File: src/rtl/atomic_sync_pkg.sv
package atomic_sync_pkg;
    localparam int OPW = 3;

    typedef enum logic [OPW-1:0] {
        OP_LOAD  = 3'd0,
        OP_STORE = 3'd1,
        OP_CAS   = 3'd2,
        OP_LL    = 3'd3,
        OP_SC    = 3'd4
    } op_e;

    typedef enum logic [1:0] {
        S_IDLE   = 2'd0,
        S_EXEC   = 2'd1,
        S_CAS_WR = 2'd2,
        S_RESP   = 2'd3
    } state_e;
endpackage

File: src/rtl/fixed_prio_arb.sv
module fixed_prio_arb #(
    parameter int NREQ = 3,
    localparam int IDW = (NREQ > 1) ? $clog2(NREQ) : 1
) (
    input  logic [NREQ-1:0] req,
    output logic [IDW-1:0]  gnt_idx,
    output logic            gnt_any
);
    always_comb begin
        gnt_idx = '0;
        gnt_any = 1'b0;
        for (int i = NREQ - 1; i >= 0; i--) begin
            if (req[i]) begin
                gnt_idx = IDW'(i);
                gnt_any = 1'b1;
            end
        end
    end
endmodule

File: src/rtl/word_mem.sv
module word_mem #(
    parameter int AW = 6,
    parameter int DW = 16,
    localparam int DEPTH = 1 << AW
) (
    input  logic          clk,
    input  logic          rst_n,
    input  logic          we,
    input  logic [AW-1:0] addr,
    input  logic [DW-1:0] wdata,
    output logic [DW-1:0] rdata
);
    logic [DW-1:0] store_q [DEPTH];

    always_ff @(posedge clk) begin
        if (!rst_n) begin
            for (int i = 0; i < DEPTH; i++) store_q[i] <= '0;
        end else if (we) begin
            store_q[addr] <= wdata;
        end
    end

    assign rdata = store_q[addr];
endmodule

File: src/rtl/rsv_table.sv
module rsv_table #(
    parameter int NREQ = 3,
    parameter int LW   = 4,
    localparam int IDW = (NREQ > 1) ? $clog2(NREQ) : 1
) (
    input  logic           clk,
    input  logic           rst_n,
    input  logic           set_en,
    input  logic [IDW-1:0] set_id,
    input  logic [LW-1:0]  set_line,
    input  logic           clr_en,
    input  logic [IDW-1:0] clr_id,
    input  logic           wr_en,
    input  logic [IDW-1:0] wr_id,
    input  logic [LW-1:0]  wr_line,
    input  logic [IDW-1:0] q_id,
    input  logic [LW-1:0]  q_line,
    output logic           q_hit
);
    logic [NREQ-1:0] held_q;
    logic [LW-1:0]   line_q [NREQ];

    for (genvar g = 0; g < NREQ; g++) begin : g_slot
        always_ff @(posedge clk) begin
            if (!rst_n) begin
                held_q[g] <= 1'b0;
                line_q[g] <= '0;
            end else if (set_en && set_id == IDW'(g)) begin
                held_q[g] <= 1'b1;
                line_q[g] <= set_line;
            end else if (clr_en && clr_id == IDW'(g)) begin
                held_q[g] <= 1'b0;
            end else if (wr_en && wr_id != IDW'(g) && line_q[g] == wr_line) begin
                held_q[g] <= 1'b0;
            end
        end

        AST_SC_DROPS_OWN: assert property (@(posedge clk) disable iff (!rst_n)
            (clr_en && clr_id == IDW'(g)) |=> !held_q[g]);

        AST_WRITE_KILLS_OTHERS: assert property (@(posedge clk) disable iff (!rst_n)
            (wr_en && wr_id != IDW'(g) && held_q[g] && line_q[g] == wr_line && !set_en)
            |=> !held_q[g]);
    end

    assign q_hit = held_q[q_id] && (line_q[q_id] == q_line);
endmodule

File: src/rtl/atomic_sync_unit.sv
module atomic_sync_unit
    import atomic_sync_pkg::*;
#(
    parameter int NREQ       = 3,
    parameter int AW         = 6,
    parameter int DW         = 16,
    parameter int LINE_WORDS = 4
) (
    input  logic               clk,
    input  logic               rst_n,
    input  logic [NREQ-1:0]    req_valid,
    input  logic [NREQ*3-1:0]  req_op,
    input  logic [NREQ*AW-1:0] req_addr,
    input  logic [NREQ*DW-1:0] req_wdata,
    input  logic [NREQ*DW-1:0] req_expect,
    output logic [NREQ-1:0]    rsp_done,
    output logic [DW-1:0]      rsp_rdata,
    output logic               rsp_status
);
    localparam int IDW  = (NREQ > 1) ? $clog2(NREQ) : 1;
    localparam int OFFW = $clog2(LINE_WORDS);
    localparam int LW   = AW - OFFW;

    state_e         state_q, state_d;
    logic [IDW-1:0] cur_id;
    op_e            cur_op;
    logic [AW-1:0]  cur_addr;
    logic [DW-1:0]  cur_wdata, cur_cmp, cas_old;

    logic [IDW-1:0] gnt_idx;
    logic           gnt_any;
    logic           mem_we;
    logic [DW-1:0]  mem_rdata;
    logic           rsv_set, rsv_clr, rsv_hit;
    logic [LW-1:0]  cur_line;

    assign cur_line = cur_addr[AW-1:OFFW];

    fixed_prio_arb #(.NREQ(NREQ)) u_arb (
        .req(req_valid), .gnt_idx(gnt_idx), .gnt_any(gnt_any)
    );

    word_mem #(.AW(AW), .DW(DW)) u_mem (
        .clk(clk), .rst_n(rst_n), .we(mem_we), .addr(cur_addr),
        .wdata(cur_wdata), .rdata(mem_rdata)
    );

    rsv_table #(.NREQ(NREQ), .LW(LW)) u_rsv (
        .clk(clk), .rst_n(rst_n),
        .set_en(rsv_set), .set_id(cur_id), .set_line(cur_line),
        .clr_en(rsv_clr), .clr_id(cur_id),
        .wr_en(mem_we), .wr_id(cur_id), .wr_line(cur_line),
        .q_id(cur_id), .q_line(cur_line), .q_hit(rsv_hit)
    );

    // state register
    always_ff @(posedge clk) begin
        if (!rst_n) state_q <= S_IDLE;
        else        state_q <= state_d;
    end

    always_comb begin
        state_d = state_q;
        unique case (state_q)
            S_IDLE:   if (gnt_any) state_d = S_EXEC;
            S_EXEC:   state_d = (cur_op == OP_CAS) ? S_CAS_WR : S_RESP;
            S_CAS_WR: state_d = S_RESP;
            S_RESP:   state_d = S_IDLE;
        endcase
    end

    // request capture at grant
    always_ff @(posedge clk) begin
        if (!rst_n) begin
            cur_id    <= '0;
            cur_op    <= OP_LOAD;
            cur_addr  <= '0;
            cur_wdata <= '0;
            cur_cmp   <= '0;
        end else if (state_q == S_IDLE && gnt_any) begin
            cur_id    <= gnt_idx;
            cur_op    <= op_e'(req_op[gnt_idx*OPW +: OPW]);
            cur_addr  <= req_addr[gnt_idx*AW +: AW];
            cur_wdata <= req_wdata[gnt_idx*DW +: DW];
            cur_cmp   <= req_expect[gnt_idx*DW +: DW];
        end
    end

    // memory and reservation actions
    always_comb begin
        mem_we  = 1'b0;
        rsv_set = 1'b0;
        rsv_clr = 1'b0;
        unique case (state_q)
            S_EXEC: begin
                if (cur_op == OP_STORE) mem_we = 1'b1;
                if (cur_op == OP_LL)    rsv_set = 1'b1;
                if (cur_op == OP_SC) begin
                    rsv_clr = 1'b1;
                    mem_we  = rsv_hit;
                end
            end
            S_CAS_WR: mem_we = (cas_old == cur_cmp);
            default: ;
        endcase
    end

    // outputs
    always_ff @(posedge clk) begin
        if (!rst_n) begin
            cas_old    <= '0;
            rsp_rdata  <= '0;
            rsp_status <= 1'b0;
        end else begin
            unique case (state_q)
                S_EXEC: begin
                    cas_old    <= mem_rdata;
                    rsp_rdata  <= mem_rdata;
                    rsp_status <= (cur_op == OP_SC) ? rsv_hit : 1'b1;
                end
                S_CAS_WR: rsp_status <= (cas_old == cur_cmp);
                default: ;
            endcase
        end
    end

    always_comb begin
        rsp_done = '0;
        if (state_q == S_RESP) rsp_done[cur_id] = 1'b1;
    end

    AST_PRIO_LOWEST: assert property (@(posedge clk) disable iff (!rst_n)
        (state_q == S_IDLE && req_valid[0]) |=> (cur_id == '0));

    AST_CAS_HOLDS_PORT: assert property (@(posedge clk) disable iff (!rst_n)
        (state_q == S_EXEC && cur_op == OP_CAS) |=> (state_q == S_CAS_WR && $stable(cur_id) && $stable(cur_addr)));

    AST_SC_FAIL_KEEPS_MEM: assert property (@(posedge clk) disable iff (!rst_n)
        (state_q == S_EXEC && cur_op == OP_SC && !rsv_hit) |=> $stable(mem_rdata));

    AST_DONE_SINGLE: assert property (@(posedge clk) disable iff (!rst_n)
        $onehot0(rsp_done));

    AST_DONE_AFTER_WORK: assert property (@(posedge clk) disable iff (!rst_n)
        (|rsp_done) |-> ($past(state_q) == S_EXEC || $past(state_q) == S_CAS_WR));
endmodule

File: config.mk
export PLATFORM = sky130hd
export DESIGN_NAME = atomic_sync_unit
export DESIGN_NICKNAME = d
export VERILOG_FILES = /design/src/rtl/atomic_sync_pkg.sv /design/src/rtl/fixed_prio_arb.sv /design/src/rtl/word_mem.sv /design/src/rtl/rsv_table.sv /design/src/rtl/atomic_sync_unit.sv
export SDC_FILE = /design/constraint.sdc
export NUM_CORES = 2
export LEC_CHECK = 0
export ABC_CLOCK_PERIOD_IN_PS = 5300
export CORE_UTILIZATION = 30
export DETAILED_ROUTE_END_ITERATION = 10
export DONT_BUFFER_PORTS = 1
export PLACE_DENSITY_LB_ADDON = 0.05
export SLEW_MARGIN = 30
export SYNTH_ARGS = -nofsm -noshare
export SYNTH_HDL_FRONTEND = slang
export SYNTH_SLANG_ARGS = --single-unit
File: constraint.sdc
create_clock -name clk -period 5.3 [get_ports clk]
set_input_delay 1.06 -clock clk [delete_from_list [all_inputs] [get_ports clk]]
set_output_delay 1.06 -clock clk [all_outputs]
set_load 0.02 [all_outputs]
== Word level (Yosys, flattened, before mapping) ==
Memory sizes are Yosys's and may differ from the RTL's. A register that Yosys moved wholly into a read port is not among the register bits.
Cells that the tools add are included.

* Register bits after elaboration: 49
* Bits in writable memories: 1036
* Bits of input ports: 128
* Output and inout port bits: 20
* Word-level logic and storage cells: 117
* Memories kept: 2

{| class="wikitable"
|+ Memory list
! name !! words !! width !! rd ports !! clocked after Yosys merged registers in !! write ports !! RTL line !! text
|-
| u_mem.store_q || 64 || 16 || 1 || 1 || 64 || word_mem.sv:13 || <nowiki>logic [DW-1:0] store_q [DEPTH];</nowiki>
|-
| u_rsv.line_q || 3 || 4 || 4 || 1 || 3 || rsv_table.sv:21 || <nowiki>logic [LW-1:0] line_q [NREQ];</nowiki>
|}

* $mul: 2
* Magnitude comparators: 2
* Equal/unequal tests: 17
* Shifts and indexed selects: 4
* Muxes and demuxes: 53
* Bitwise logic cells: 3
* Reduce and logical (&&, ||, !) cells: 24

{| class="wikitable"
|+ Operators with widths
! cell !! count
|-
| $shiftx A48 B7 Y16 || 2
|-
| $mux W1 || 36
|-
| $shiftx A18 B6 Y6 || 1
|-
| $eq A16 B16 Y1 || 1
|-
| $eq A4 B4 Y1 || 4
|-
| $mux W16 || 1
|-
| $reduce_or A16 Y1 || 1
|-
| $logic_and A1 B1 Y1 || 15
|-
| $mux W2 || 6
|-
| $mux W4 || 3
|-
| $reduce_bool A3 Y1 || 3
|-
| $shiftx A9 B5 Y3 || 1
|-
| $mul A2 B2 Y4 const B || 2
|-
| $pmux W2 S4 || 1
|-
| $eq A2 B2 Y1 const B || 3
|-
| $eq A3 B2 Y1 const B || 2
|-
| $mux W6 || 1
|-
| $eq A2 B1 Y1 const B || 2
|-
| $logic_not A2 Y1 || 2
|-
| $ne A2 B2 Y1 const B || 2
|-
| $pmux W1 S2 || 2
|-
| $reduce_bool A2 Y1 || 2
|-
| $eq A3 B1 Y1 const B || 1
|-
| $eq A3 B3 Y1 const B || 1
|-
| other kinds (8) || 10
|}

== Depth between registers and ports, before layout ==
* Depth in word-level cells: 10
* Gate-level depth with buffers: 12
* Gate-level depth less buffers: 7

== By module ==
From an unflattened synthesis, not the netlist that was laid out.

* Cell total of the unflattened synthesis: 4019
* Area, all modules: 51287.9 µm²

{| class="wikitable"
|+ By module, submodules not included
! module !! instances !! cells each !! area each (µm²) !! seq. area each (µm²)
|-
| word_mem || 1 || 3570 || 46823.7 || 30749.5
|-
| atomic_sync_unit || 1 || 356 || 3494.6 || 1241.2
|-
| rsv_table || 1 || 90 || 949.7 || 420.4
|-
| fixed_prio_arb || 1 || 3 || 20.0 || 0.0
|}

== Worst setup path before layout ==
OpenSTA, ideal clock, no wires.

* Kind: register to register
* From: register state_q[1]
* To: memory u_mem.store_q[28][0], enable pin
* Setup time: 0.414 ns
* Data arrival time: 3.110 ns
* Required time: 4.886 ns
* Setup slack: 1.775 ns
* Cell stages (with the launch flop): 11
* Buffers on the path: 3
* Clock period less this slack: 3.525 ns
* Cells stage by stage: dfxtp_1 inv_1 ha_1 clkbuf_1 nor3b_2 nand4_1 nor4_4 buf_4 o21ai_1 buf_2 o31ai_1

{| class="wikitable"
|+ RTL lines
! item !! RTL line !! text
|-
| start, declared || atomic_sync_unit.sv:24 || <nowiki>state_e state_q, state_d;</nowiki>
|-
| start signal, assigned || atomic_sync_unit.sv:59 || <nowiki>else state_q <= state_d;</nowiki>
|-
| end, declared || word_mem.sv:13 ||
|}

==> results_dict.tcl <==
set metrics [dict create \
    criticalPathCategory "flip-flop to flip-flop" \
    max_cap_viol_count 0 \
    setup.reg_to_reg.worst_slack_ps 1270 \
    detail_route.vias_per_cell 5.740 \
    final-setup-viol-count 0 \
    placement.cell_area_sq_mm 0.05388 \
    power-per-cell-area_mw_per_mm2 454.3 \
    finish.cell_count_without_fillers 6351 \
    crit_path_start "cas_old[11]$_SDFFE_PN0P_" \
    worst_setup_hold_path_clk_slew_ps 60 \
    worst_setup_path_start_kind "flip-flop" \
    max_freq_mhz 248.1 \
    synth_cells 4039 \
    most_common_cell_after_layout_fill_and_taps_aside "sky130_fd_sc_hd__edfxtp_1" \
    num_io_pins 148 \
    worstMarginPinSlew_ps 1063 \
    areaGrowthSynthToFinish_pct 16.42 \
    netlist-cell-type-count 65 \
    wl_per_cell_um 39.20 \
    timing.rr.start "cas_old[11]$_SDFFE_PN0P_" \
    fp.dieH_um 409.4 \
    rows 149 \
    synth.ff_latch_count 1103 \
    portBuffers 0 \
    placement.setup.worst_slack_ps 1426 \
    ctsRootBufferMaster "sky130_fd_sc_hd__clkbuf_16" \
    most-common-layout-cells "1036 x sky130_fd_sc_hd__edfxtp_1, 992 x sky130_fd_sc_hd__nor2_1, 264 x sky130_fd_sc_hd__nand2_1" \
    setup_ws_ps 1269 \
    via_count 36460 \
    detail_route.drc_violations 0 \
    cts_hold_buffers 0 \
    drt-pass1-iter-count 6 \
    antenna_found_initial 19 \
    syn_avg_cell_area_sq_um 12.33 \
    synth_flop_cell "sky130_fd_sc_hd__edfxtp_1" \
    vdd.ir_drop.worst_mv 0.2919 \
    drive_above_1_share_pct 16.75 \
    synth-seq-area-share_pct 65.17 \
    timing.hold.worst.start "rst_n" \
    gp_congestion 0.8701 \
    synth_area_sq_mm 0.04979 \
    die_w_um 409.4 \
    cts-htree-levels 4 \
    cts.repair_timing.setup_buffer_count 0 \
    timing.hold.ws_ps 426.2 \
    final.min_clock_period_ps 4031 \
    post-place-cells 6119 \
    maximum_number_of_buffers_from_clock_root_to_sink 3 \
    timing.critical_path.to_type "flip-flop" \
    hp-class "input port to flip-flop" \
    final.setup_skew_ps 37.57 \
    floorplan.initialDensity_pct 30.21 \
    grt_use_total_pct 29.28 \
    design_area_sq_mm 0.05797 \
    cell_leakage_power_uw 0.01831 \
    grt_start_max_net_pins 150 \
    final_net_count 4200 \
    crit_fanout 136 \
    antenna_violating_nets_left 0 \
    clock_latency_ps 790 \
    clock_sinks 1103 \
    number_of_global_route_vias_before_repair 35290 \
    post_cts_resized 0 \
    timing.setup.tns_ps 0 \
    critical_path_required_ps 5690 \
    design.die.area_sq_mm 0.1676 \
    outcome "finished, final reports clean" \
    postSynthNetCount 4172 \
    tritoncts "done" \
    rr_worst_depth 8 \
    cts_inserted_buffers 133 \
    slew_violations 0 \
    global_route_wire_length_before_repair_mm 331.0 \
    synth.yosys.warnings 0 \
    worst-endpoint-arrival_ps 4420 \
    core_area_sq_mm 0.1648 \
    asyncSetResetFlopFracSynth_pct 0 \
    grt_overflow_total 0 \
    timing_hold_violations_final 0 \
    synth-edff-count 1036 \
    detail_route.wirelength_mm 249.0 \
    post-dp-hpwl_mm 164.3 \
    min_period_over_period_pct 76.06 \
    rsz0062_at_grt "no" \
    slew_limit_headroom_pct 28.98 \
    drt_iter0_markers 4761 \
    filler_cell_count 16210 \
    timing.hold.worst_path_depth 1 \
]
## per-layer routing
layer	vias to the layer above	global-route usage [%]	wire length (um)
met5	-	0	56
met4	10	11.12	10380
met3	387	5.372	18370
met2	1775	45.82	113500
met1	19250	40.16	106700
li1	15030	-	-
## cell families (layout without fill, tap and decap cells)
family,count (synthesis),after routing,share of synthesized area [%]
other,0,6,0
flip-flops,1103,1103,65.17
XOR/XNOR,32,32,0.5629
AND/OR/NAND/NOR,1586,1586,13.20
buffers and inverters,372,489,3.624
adder cells (fa/ha/maj),5,5,0.1256
multiplexers,304,304,8.338
AO/OA/AOI/OAI,637,637,8.973
## metrics by stage
stage,util [%],power [uW]
finish,35.17,26340
global route,35.17,26910
CTS,35.13,26370
detailed placement,32.70,17550
global placement,32.62,17560
floorplan,-,13760
## cell usage after synthesis, types with 7 or more instances
master / instances / share of area (%)
sky130_fd_sc_hd__a221oi_1: 109 / 1.9
sky130_fd_sc_hd__mux2i_1: 165 / 3.3
sky130_fd_sc_hd__a22o_1: 14 / 0.25
sky130_fd_sc_hd__nand3_1: 22 / 0.22
sky130_fd_sc_hd__mux2_2: 56 / 1.3
sky130_fd_sc_hd__nor4_1: 8 / 0.10
sky130_fd_sc_hd__xnor2_1: 8 / 0.14
sky130_fd_sc_hd__nor3_1: 165 / 1.7
sky130_fd_sc_hd__a22oi_1: 70 / 1.1
sky130_fd_sc_hd__o211ai_1: 12 / 0.18
sky130_fd_sc_hd__a221o_1: 17 / 0.34
sky130_fd_sc_hd__nand2_1: 269 / 2.0
sky130_fd_sc_hd__nand2b_1: 7 / 0.088
sky130_fd_sc_hd__a21oi_1: 99 / 1.0
sky130_fd_sc_hd__buf_1: 19 / 0.14
sky130_fd_sc_hd__o21a_1: 7 / 0.11
sky130_fd_sc_hd__nor2_1: 1001 / 7.5
sky130_fd_sc_hd__o31ai_1: 36 / 0.54
sky130_fd_sc_hd__buf_4: 19 / 0.29
sky130_fd_sc_hd__o22a_1: 7 / 0.12
sky130_fd_sc_hd__a31oi_1: 25 / 0.31
sky130_fd_sc_hd__a211oi_1: 50 / 0.75
sky130_fd_sc_hd__dfxtp_1: 67 / 2.7
sky130_fd_sc_hd__and2_1: 29 / 0.36
sky130_fd_sc_hd__nor2b_1: 54 / 0.68
sky130_fd_sc_hd__a222oi_1: 7 / 0.14
sky130_fd_sc_hd__xor2_1: 24 / 0.42
sky130_fd_sc_hd__mux4_2: 83 / 3.8
sky130_fd_sc_hd__o21ai_0: 100 / 1.0
sky130_fd_sc_hd__buf_6: 19 / 0.43
sky130_fd_sc_hd__edfxtp_1: 1036 / 62
sky130_fd_sc_hd__o22ai_1: 42 / 0.53
sky130_fd_sc_hd__buf_2: 155 / 1.6
sky130_fd_sc_hd__clkbuf_1: 152 / 1.1
## state kept, by name, summed over array words and instances, names as in the netlist, 3 cells and up, named ones only
register	cells
cas_old	16
cur_addr	6
cur_cmp	16
cur_op	3
cur_wdata	16
u_mem.store_q	1024
u_rsv.held_q	3
u_rsv.line_q	12
## power breakdown
group	total [uW]	internal, uW	switching, uW	leakage [uW]
Combinational	7040	1940	5100	0.00508
Clock	8850	5070	3780	0.00197
Sequential	10400	9940	507	0.0112
Total	26300	17000	9390	0.0183
## critical path, stage by stage (launching register included)
cell                       delay, ps
sky130_fd_sc_hd__dfxtp_1         760
sky130_fd_sc_hd__xor2_1          140
sky130_fd_sc_hd__nor4_1          330
sky130_fd_sc_hd__nand4_1         200
sky130_fd_sc_hd__o21ai_2         280
sky130_fd_sc_hd__buf_4           340
sky130_fd_sc_hd__o211ai_1        270
sky130_fd_sc_hd__buf_12          350
sky130_fd_sc_hd__o21ai_4         830
## worst paths after layout
check | to
worst max-delay path | u_mem.store_q[38][15]$_SDFFCE_PN0P_
worst min-delay path | cur_wdata[4]$_SDFFE_PN0P_
worst max register to register | u_mem.store_q[38][15]$_SDFFCE_PN0P_
worst min register to register | cur_wdata[13]$_SDFFE_PN0P_
## layout make-up
class | count | area [sq um] | area share, %
tap | 2189 | 2739 | 4.725
inverter | 8 | 32.53 | 0.05612
timing repair buffer | 257 | 2296 | 3.961
antenna | 6 | 15.01 | 0.02590
sequential | 1103 | 32460 | 56.00
clock buffer | 181 | 3642 | 6.283
multi-input combinational | 2564 | 16410 | 28.31
clock inverter | 43 | 370.4 | 0.6389
Note: power is estimated with default switching activity, not from simulation.
